$ cat src/rtl/pfd_tristate.sv
`timescale 1ns/1ps
module pfd_tristate #(
  parameter int SYNC_STAGES = 2,
  parameter int CNT_W       = 16
) (
  input  logic             clk,
  input  logic             rst,
  input  logic             ref_in,
  input  logic             fb_in,
  output logic             up_o,
  output logic             dn_o,
  output logic [1:0]       pump_o,
  output logic [CNT_W-1:0] width_o,
  output logic             width_vld_o
);
  localparam logic [CNT_W-1:0] CNT_MAX = '1;

  // [SYNC_STAGES-1] is the synchronised level, [SYNC_STAGES] its previous value
  logic [SYNC_STAGES:0] ref_sh, fb_sh;
  logic                 ref_rise, fb_rise;
  logic                 up_q, dn_q, both, act;
  logic [CNT_W-1:0]     cnt;

  always_ff @(posedge clk) begin
    if (rst) begin
      ref_sh <= '0;
      fb_sh  <= '0;
    end else begin
      ref_sh <= {ref_sh[SYNC_STAGES-1:0], ref_in};
      fb_sh  <= {fb_sh[SYNC_STAGES-1:0], fb_in};
    end
  end

  assign ref_rise = ref_sh[SYNC_STAGES-1] & ~ref_sh[SYNC_STAGES];
  assign fb_rise  = fb_sh[SYNC_STAGES-1]  & ~fb_sh[SYNC_STAGES];
  assign both     = up_q & dn_q;
  assign act      = up_q | dn_q;

  always_ff @(posedge clk) begin
    if (rst) begin
      up_q <= 1'b0;
      dn_q <= 1'b0;
    end else begin
      up_q <= ref_rise | (up_q & ~both);
      dn_q <= fb_rise  | (dn_q & ~both);
    end
  end

  assign up_o   = up_q;
  assign dn_o   = dn_q;
  assign pump_o = {dn_q & ~up_q, up_q & ~dn_q};

  always_ff @(posedge clk) begin
    if (rst) begin
      cnt         <= '0;
      width_o     <= '0;
      width_vld_o <= 1'b0;
    end else begin
      if (act)
        cnt <= (cnt == CNT_MAX) ? cnt : cnt + 1'b1;
      else
        cnt <= '0;
      width_vld_o <= !act && (cnt != '0);
      if (!act && (cnt != '0))
        width_o <= cnt;
    end
  end


  up_set_chk: assert property (@(posedge clk) disable iff (rst) ref_rise |=> up_q);

  dn_set_chk: assert property (@(posedge clk) disable iff (rst) fb_rise |=> dn_q);

  overlap_clear_chk: assert property (@(posedge clk) disable iff (rst)
    (both && !ref_rise && !fb_rise) |=> (!up_q && !dn_q));

  pump_code_chk: assert property (@(posedge clk) disable iff (rst) pump_o != 2'b11);

  vld_single_chk: assert property (@(posedge clk) disable iff (rst) width_vld_o |=> !width_vld_o);

  cnt_sat_chk: assert property (@(posedge clk) disable iff (rst)
    (act && cnt == CNT_MAX) |=> (cnt == CNT_MAX));
endmodule

$ cat config.mk
export PLATFORM = sky130hd
export DESIGN_NAME = pfd_tristate
export DESIGN_NICKNAME = d
export VERILOG_FILES = /design/src/rtl/pfd_tristate.sv
export SDC_FILE = /design/constraint.sdc
export NUM_CORES = 1
export LEC_CHECK = 0
export CELL_PAD_IN_SITES_DETAIL_PLACEMENT = 0
export CELL_PAD_IN_SITES_GLOBAL_PLACEMENT = 1
export CORE_ASPECT_RATIO = 0.75
export CORE_MARGIN = 5
export CORE_UTILIZATION = 50
export CTS_CLUSTER_DIAMETER = 50
export CTS_CLUSTER_SIZE = 20
export DETAILED_ROUTE_END_ITERATION = 10
export DONT_BUFFER_PORTS = 1
export PLACE_DENSITY = 0.78
export SLEW_MARGIN = 0
export SYNTH_ARGS = -nofsm -noshare
export SYNTH_HDL_FRONTEND = slang
export SYNTH_SLANG_ARGS = --single-unit
$ cat constraint.sdc
create_clock -name clk -period 3.8 [get_ports clk]
set_input_delay 0.19 -clock clk [delete_from_list [all_inputs] [get_ports clk]]
set_output_delay 0.19 -clock clk [all_outputs]
set_load 0.01 [all_outputs]
==> metrics <==
status=finished clean; CP Data Required Time=3.95 ns; syn_nets=191; overall routed net length=3.71 mm; layout cells sized above 1=0.0714; post-route insts no fill=222; # DRC=0; f_max=428 MHz; Synth area leaders=dfxtp_1 48%, mux2i_1 9.9%, nor2_1 5.5%; met3 Track Usage GR=0.0712; TritonCTS clock tree=built; Synth area leader=dfxtp_1; gr usage total=0.170; Fin. Hold Viols=0; max incr delay on CP=0.94 ns; Post-DP HPWL=2.53 mm; grt peak-use layer=met2; Async S/R FF share, synth=0; Max Cap Violations=0; Worst setup EP type=register; Slew HR=0.227; startpoint class of the critical path=register; chip width=77.7 um; pin count of the biggest net entering global routing=25; max-slew violation count=0; Max stage delay cell, worst path=a41oi_2; area share of the largest cell type after synthesis=0.477; Compound-Gate Fraction of Synth Area=0.0910; Syn Std Cell Area=1720 um2; clock tree buffer depth=2; critical path's top delay family=compound AO/OA/AOI/OAI gates; Yosys cell types=36; fraction of synthesized area in multiplexers=0.0990; Mapped Cells=185; clk_lat worst skew=0.29 ns; final clock skew=0.00533 ns; WL/cell=16.7 um; area grow syn2layout=6.04%; dpl cell area=1720 um2; synth warn=0; nets=188; grt met2 use=0.256; antenna viol nets, final=0; fin crit share=0.615; placed cells=213; Leak=0.596 nW; Setup Viol. Count Final=0; Initial Utilization=0.519; Post-synth top flop=dfxtp_1; global-route wire length before repair=6.19 mm; root buf cell=clkbuf_8; Min-Delay Path Class=in2reg; CP arrival=2.48 ns; synthesized area per cell=9.29 um2; CTS resizes=0; worst-margin pin slew=1.16 ns; WS Path Type=reg2reg; gr ovfl total=0; initial antenna violation count=0; Die Area=4720 um2; total power=0.000750 W; Synth Area in XOR/XNOR=0.00509; Worst VDD drop=244 uV; Std-Cell Rows=18; Synth Register Bits=41; GP Congestion=0.882; Die Y=60.8 um; drt via density=5.83; Buf/Inv on CP=1; met1 global-route usage=0.222; vias in the first global route=1,198; Seq/Total Area, Yosys=0.477; CP Max Fanout=17; setup repair after global routing missed its margin=false; # diodes=0; DRT iter0 DRCs=110; number of synthesized flops with an enable pin=0; port bufs=0; I/O pin count=25; H-tree Lvls=2; routed vias=1,295; Initial DRT Pass Iterations=4; Final Critical Period=2.34 ns; P per Cell Area=411 nW/um2; crit-path cells=inv_1, ha_1, nor4b_1, a41oi_2, mux2i_1, nor2_1; Synth Area in Adders=0.0146; most frequent cells after synthesis=41 x dfxtp_1, 25 x nor2_1, 17 x mux2i_1; Core Footprint=3310 um2; setup TNS=0 ns; cell with the most instances after synthesis=dfxtp_1; Sink Count=41; Finished Cell Area=1820 um2; dominant combinational cell family by area after synthesis=simple AND/OR/NAND/NOR gates; simple-gate area share of the yosys netlist=0.263; clk slew on worst S/H paths=0.07 ns; CTS buffer count=5
[worst register-to-register path, cell delays in order, from the launching register on]
cell and delay, ns:
dfxtp_1 0.43, inv_1 0.10, ha_1 0.21, nor4b_1 0.15, a41oi_2 0.94, mux2i_1 0.31, nor2_1 0.07
[final cells by class]
cell class              count  area [um2]
multi-input cells         125         820
fillers                   307        1490
repair buffers              2        20.0
clock buffers               7        86.3
well taps                  40        50.0
inverters                   7        26.3
flip-flops and latches     41         821
[metal layers]
layer | vias up | wire length [um]
met1 | 608 | 1720
met2 | 36 | 1670
met4 | 0 | 52
met3 | 7 | 267
met5 | - | 0
li1 | 644 | -
[path summary, 6_finish.rpt]
check | startpoint | endpoint | slack (ns) | cells after the start
setup / recovery | cnt[0]$_SDFFE_PP0P_ | width_o[5]$_SDFFE_PP0P_ | 1.46 | 6
hold / removal | fb_in | fb_sh[0]$_SDFF_PP0_ | 0.03 | 1
hold reg to reg | ref_sh[0]$_SDFF_PP0_ | ref_sh[1]$_SDFF_PP0_ | 0.44 | 1
setup reg to reg | cnt[0]$_SDFFE_PP0P_ | width_o[5]$_SDFFE_PP0P_ | 1.46 | 6
[state kept, by name, summed over array words and instances, names as in the netlist]
| signal | flops |
|---|---|
| cnt | 16 |
| width_o | 16 |
| up_o | 1 |
| ref_sh | 3 |
| dn_o | 1 |
| width_vld_o | 1 |
| fb_sh | 3 |
[through the flow]
step           worst slack [ns]  hold WS (ns)  utilization
2_1_floorplan              2.13         0.318            -
3_3_place_gp               1.64         0.265        0.519
3_5_place_dp               1.50         0.268        0.519
4_1_cts                    1.45        0.0149        0.548
5_1_grt                    1.23        0.0263        0.551
6_report                   1.46        0.0334        0.551
[cell usage in the layout, fill, tap and decap left out]
cell type,instances
and2_1,1
or3_1,6
a21oi_1,11
nand4_4,1
nand3_2,1
ha_1,2
a31oi_1,2
mux2i_1,17
nor2b_1,9
nand4_1,2
and3_1,3
and3b_1,1
clkbuf_8,6
nor3_1,7
clkbuf_1,1
nand2b_1,2
nand4_2,1
nor2_1,25
a311oi_1,1
a41o_1,1
or4_1,2
xnor2_1,1
nand3_1,5
inv_1,7
o21ai_0,6
nor4_2,2
o31ai_1,2
nand2_1,4
dlygate4sd3_1,2
a211oi_1,1
dfxtp_1,41
a41oi_2,1
nor4b_1,1
or2_2,1
o32ai_1,1
nor4_1,5
[cell families (layout without fill, tap and decap cells)]
family | Yosys count | count (layout)
AOI/OAI and AO/OA | 26 | 26
and+or+nand+nor | 79 | 79
muxes | 17 | 17
adders and majority gates | 2 | 2
buffers and inverters | 19 | 16
DFF | 41 | 41
xor gates and xnor gates | 1 | 1
[what timing repair did]
action	CTS	global route
endpoints found under the hold margin	24	1
setup buffers	0	0
hold buffers	1	1
[power by group]
part,leakage [nW],switching [W],internal [W]
Combinational,0.220,0.0000174,0.0000123
Clock,0.0443,0.000138,0.000144
Sequential,0.332,0.00000386,0.000434
Total,0.596,0.000160,0.000591
Power figures use the tool's default switching activity.
